--- src/rtl/page_load_ctrl.sv ---
`timescale 1ns/1ps
module page_load_ctrl #(
  parameter int ADDR_W   = 16,
  parameter int DATA_W   = 8,
  parameter int OFF_W    = 7,
  parameter int MIN_LOW  = 2,
  parameter int WIN_CYC  = 20000,
  parameter int PROG_CYC = 2000000
) (
  input  logic              clk,
  input  logic              rst_n,
  input  logic              ce_n,
  input  logic              oe_n,
  input  logic              we_n,
  input  logic [ADDR_W-1:0] addr,
  input  logic [DATA_W-1:0] din,
  output logic              busy,
  output logic              arr_we,
  output logic [ADDR_W-1:0] arr_addr,
  output logic [DATA_W-1:0] arr_wdata
);
  localparam int PAGE = 1 << OFF_W;
  localparam int PG_W = ADDR_W - OFF_W;
  localparam int WC_W = $clog2(WIN_CYC + 2);
  localparam int PC_W = $clog2(PROG_CYC + 1);
  localparam int LC_W = $clog2(MIN_LOW + 1);

  typedef enum logic [1:0] {S_IDLE, S_LOAD, S_PROG} st_t;
  st_t st;

  logic              act, act_q, armed, fin, ld_ok, take, expire, prog;
  logic [LC_W-1:0]   low_cnt;
  logic [WC_W-1:0]   since, win_age;
  logic [ADDR_W-1:0] a_hold;
  logic [DATA_W-1:0] d_hold;
  logic [PG_W-1:0]   page;
  logic [OFF_W-1:0]  off;
  logic [DATA_W-1:0] pbuf [PAGE];
  logic [PAGE-1:0]   vld;
  logic [OFF_W:0]    idx;
  logic [PC_W-1:0]   pcnt;

  assign act    = ~ce_n & ~we_n & oe_n;
  assign fin    = act_q & ~act;
  assign prog   = (st == S_PROG);
  assign off    = a_hold[OFF_W-1:0];
  assign ld_ok  = fin & armed & ~prog & (low_cnt == LC_W'(MIN_LOW));
  assign take   = ld_ok & ((st == S_IDLE) | (a_hold[ADDR_W-1:OFF_W] == page));
  assign expire = (st == S_LOAD) & ~act_q & (win_age >= WC_W'(WIN_CYC));

  assign busy      = (st != S_IDLE);
  assign arr_we    = prog & ~idx[OFF_W] & vld[idx[OFF_W-1:0]];
  assign arr_addr  = {page, idx[OFF_W-1:0]};
  assign arr_wdata = pbuf[idx[OFF_W-1:0]];

  always_ff @(posedge clk or negedge rst_n) begin
    if (!rst_n) begin
      act_q   <= 1'b0;
      armed   <= 1'b0;
      low_cnt <= '0;
      since   <= '0;
      a_hold  <= '0;
      d_hold  <= '0;
    end else begin
      act_q <= act;
      if (act & ~act_q) begin
        a_hold  <= addr;
        armed   <= ~prog;
        low_cnt <= LC_W'(1);
        since   <= WC_W'(1);
      end else begin
        if (act && low_cnt != LC_W'(MIN_LOW)) low_cnt <= low_cnt + 1'b1;
        if (since != WC_W'(WIN_CYC)) since <= since + 1'b1;
      end
      if (act) d_hold <= din;
    end
  end

  always_ff @(posedge clk or negedge rst_n) begin
    if (!rst_n) begin
      st      <= S_IDLE;
      page    <= '0;
      win_age <= '0;
      vld     <= '0;
      idx     <= '0;
      pcnt    <= '0;
    end else begin
      case (st)
        S_IDLE: if (take) begin
          st       <= S_LOAD;
          page     <= a_hold[ADDR_W-1:OFF_W];
          win_age  <= since + 1'b1;
          vld[off] <= 1'b1;
        end
        S_LOAD: begin
          if (take) begin
            win_age  <= since + 1'b1;
            vld[off] <= 1'b1;
          end else if (expire) begin
            st   <= S_PROG;
            idx  <= '0;
            pcnt <= '0;
          end else if (win_age < WC_W'(WIN_CYC)) begin
            win_age <= win_age + 1'b1;
          end
        end
        S_PROG: begin
          if (!idx[OFF_W]) idx <= idx + 1'b1;
          if (pcnt == PC_W'(PROG_CYC - 1)) begin
            st  <= S_IDLE;
            vld <= '0;
          end else begin
            pcnt <= pcnt + 1'b1;
          end
        end
        default: st <= S_IDLE;
      endcase
    end
  end

  always_ff @(posedge clk) begin
    if (take) pbuf[off] <= d_hold;
  end
endmodule

--- config.mk ---
export PLATFORM = sky130hd
export DESIGN_NAME = page_load_ctrl
export DESIGN_NICKNAME = d
export VERILOG_FILES = /design/src/rtl/page_load_ctrl.sv
export SDC_FILE = /design/constraint.sdc
export NUM_CORES = 1
export LEC_CHECK = 0
export BUFFER_PORTS_ARGS = -buffer_cell sky130_fd_sc_hd__buf_4
export CORE_MARGIN = 4
export CORE_UTILIZATION = 43
export CTS_BUF_LIST = sky130_fd_sc_hd__clkbuf_8
export DETAILED_ROUTE_END_ITERATION = 12
export GPL_ROUTABILITY_DRIVEN = 0
export PLACE_DENSITY = 0.64
export SYNTH_ARGS = -nofsm -noshare
export SYNTH_HDL_FRONTEND = slang
export SYNTH_SLANG_ARGS = --single-unit
--- constraint.sdc ---
create_clock -name clk -period 10.4 [get_ports clk]
set_input_delay 2.08 -clock clk [delete_from_list [all_inputs] [get_ports clk]]
set_output_delay 2.08 -clock clk [all_outputs]
set_load 0.01 [all_outputs]
==> results.md <==
- Layout cells sized above 1: 23.7%
- RSZ-0062 raised after global routing: no
- Yosys reg bits: 1250
- WL/cell: 27.0 um
- DR vias/cell: 5.93
- Ys async rst share: 18.1%
- Syn_nets: 2867
- Area of the core: 0.116 mm2
- EDFF count, synth: 1024
- Peak Freq: 143 MHz
- Resize count post-CTS: 0
- FF-to-FF path depth: 8
- CP Data Arrival Time: 4.91 ns
- Top cells by area, synth: edfxtp_1, mux4_2, dfrtp_1
- Sequential standard cell area: 0.0365 mm2
- Slew headroom: 14.6%
- Die extent in x: 351 um
- PwrDens: 178 mW/mm2
- Most frequent cells after synthesis: edfxtp_1, nor2_1, mux4_2, dfrtp_1, a21oi_1
- Die Ht: 351 um
- Grt ovf: 0
- Total track usage: 20.5%
- Ys Warns: 0
- DRT iter0 DRCs: 2832
- Max_cap viols: 0
- Seq/Total Area, Yosys: 72.1%
- Worst vdd ir: 0.148 mV
- Yosys top cell area share: 60.9%
- Pre-Repair DR Iteration Count: 6
- Setup slack at placement: 3.91 ns
- Hold depth: 2
- Final hold vios: 0
- Cell count after synthesis: 2831
- First-pass GRT wire length: 187 mm
- Worst EP required: 8.32 ns
- Post-layout min period: 6.99 ns
- Post-route antenna net violation count: 0
- Total Die Area: 0.123 mm2
- Main synth FF type: edfxtp_1
- Slew Limit Fails: 0
- Post-synthesis cell area: 0.0505 mm2
- Synth-to-Final Area Change: 11.4%
- H-tree depth: 4
- Clock Latency Late Sink: 0.86 ns
- Clk slew on worst S/H paths: 0.06 ns
- Fill cell count: 9606
- Fin Setup TNS: 0 ns
- Area of the multi-input gates: 0.0133 mm2
- Worst setup path category: reg2out
- Setup Skew: 0.0668 ns
- Most numerous cell in the Yosys netlist: edfxtp_1
- Drt total wl: 125 mm
- Synth cell types: 70
- Worst-margin pin slew: 1.28 ns
- Vias: 27500
- Non-Filler Instances: 4644
- Hold-fix buffers at CTS: 0
- Postcts setup bufs: 0
- Vias in the first global route: 28100
- Final HPWL DP: 73.3 mm
- Setup slack after layout: 3.41 ns
- Row Count: 125
- Inst Count DP: 4285
- Post-synth top area cell: edfxtp_1
- Hold Path Class: reg2reg
- Total clock sinks: 1250
- Leak pwr: 0.0189 uW
- CP endpoint kind: output port
- Post-route DRC: 0
- Nets@finish: 2995
- Final setup vio count: 0
- Initial antenna violation count: 1
- Clock buffer count from CTS: 196
- Largest net degree at the start of global routing: 162
- Crit path max fanout: 55
- I/O pin total: 55
- Root buffer cell: clkbuf_8
- Tcrit/Tclk final: 67.2%
- Starting density of the core: 43.4%
- TritonCTS clock tree: built
- Longest Clk Path Bufs: 3
- Status: completed
- Post-Route Utilization: 48.4%
- Hold WS: 0.492 ns
- Port Buffers: 54
- Mapped Avg Cell Area: 17.8 um2
- Worst setup SP type: flip-flop
[cell usage in the layout, fill, tap and decap left out, types with 5 or more instances in the layout]
cell / instances
edfxtp_1: 1024
nor2_1: 339
mux4_2: 314
dfrtp_1: 211
clkbuf_8: 208
a21oi_1: 154
nand2_1: 146
buf_4: 93
inv_1: 84
mux2i_1: 66
clkinv_1: 47
nand3_1: 34
mux2_2: 33
xnor2_1: 32
clkinv_2: 25
o21ai_0: 24
nor3_1: 18
and3_1: 17
o22ai_1: 16
nand4_1: 15
nand2b_1: 12
a221oi_1: 11
o221ai_1: 11
dfrtp_4: 11
nor4_1: 10
xor2_1: 10
nor2b_1: 8
a2111oi_4: 8
bufinv_16: 8
nand4b_1: 7
ha_1: 7
a22oi_1: 6
a31o_2: 5
o211ai_1: 5
a31oi_1: 5
a211oi_1: 5
a2bb2oi_1: 5
a22o_1: 5
[worst paths after layout]
kind | startpoint | endpoint | slack [ns]
setup / recovery | idx[0] | arr_wdata[7] | 3.41
hold / removal | vld[126] | vld[126] | 0.49
setup reg to reg | low_cnt[0] | pbuf[45][2] | 5.85
hold reg to reg | vld[126] | vld[126] | 0.49
max in group asynchronous | rst_n | idx[5] | 7.21
min in group asynchronous | rst_n | a_hold[14] | 1.33
[cell families after synthesis]
logic type	after synthesis	share of synthesized area [%]
compound gates	290	3.90
xor+xnor	42	0.728
fa+ha+maj	7	0.173
buf+inv	191	1.63
flops	1250	72.1
mux	413	16.0
simple gates	638	5.47
[routing by layer]
layer	share of wire [%]	GRT usage [%]	up-vias
met5	0	0	-
met3	7.9	3.96	204
met1	41	28.8	14500
met2	48	32.8	1334
li1	-	-	11500
met4	2.4	6.25	0
[flip-flops by register name (all words and copies together) (netlist names), 2 cells and up]
signal and count:
a_hold 16, d_hold 8, idx 8, low_cnt 2
page 9, pbuf 1024, pcnt 21, since 15
st 2, vld 128, win_age 15
[critical path, stage by stage (launching register included)]
cell      delay, ns
dfrtp_4        0.83
buf_4          0.91
mux4_2         0.62
mux4_2         0.52
nor2_1         0.12
nor2_1         0.11
o221ai_1       0.29
o221ai_1       0.33
buf_4          0.25
[where the power goes]
part	internal (uW)	switching [uW]	leakage, uW	total, uW
Combinational	64.3	275	0.00444	340
Sequential	5600	142	0.0123	5740
Clock	2050	1900	0.00214	3950
Total	7710	2320	0.0189	10000
[stage by stage]
| step | instance area, um2 | power (uW) |
|---|---|---|
| after floorplan | 50500 | 5950 |
| after CTS | 56300 | 10100 |
| after global placement | 52500 | 6180 |
| after global routing | 56300 | 10400 |
| final | 56300 | 10000 |
| after detailed placement | 52500 | 6190 |
[final cells by class]
cell class | instances | share of cell area, %
Inverter | 24 | 0.162
Sequential cell | 1250 | 64.8
Clock inverter | 150 | 1.54
Antenna cell | 1 | 0.00445
Timing Repair Buffer | 97 | 1.37
Tap cell | 1524 | 3.39
Multi-Input combinational cell | 1390 | 23.7
Clock buffer | 208 | 5.09
Power figures use the tool's default switching activity.
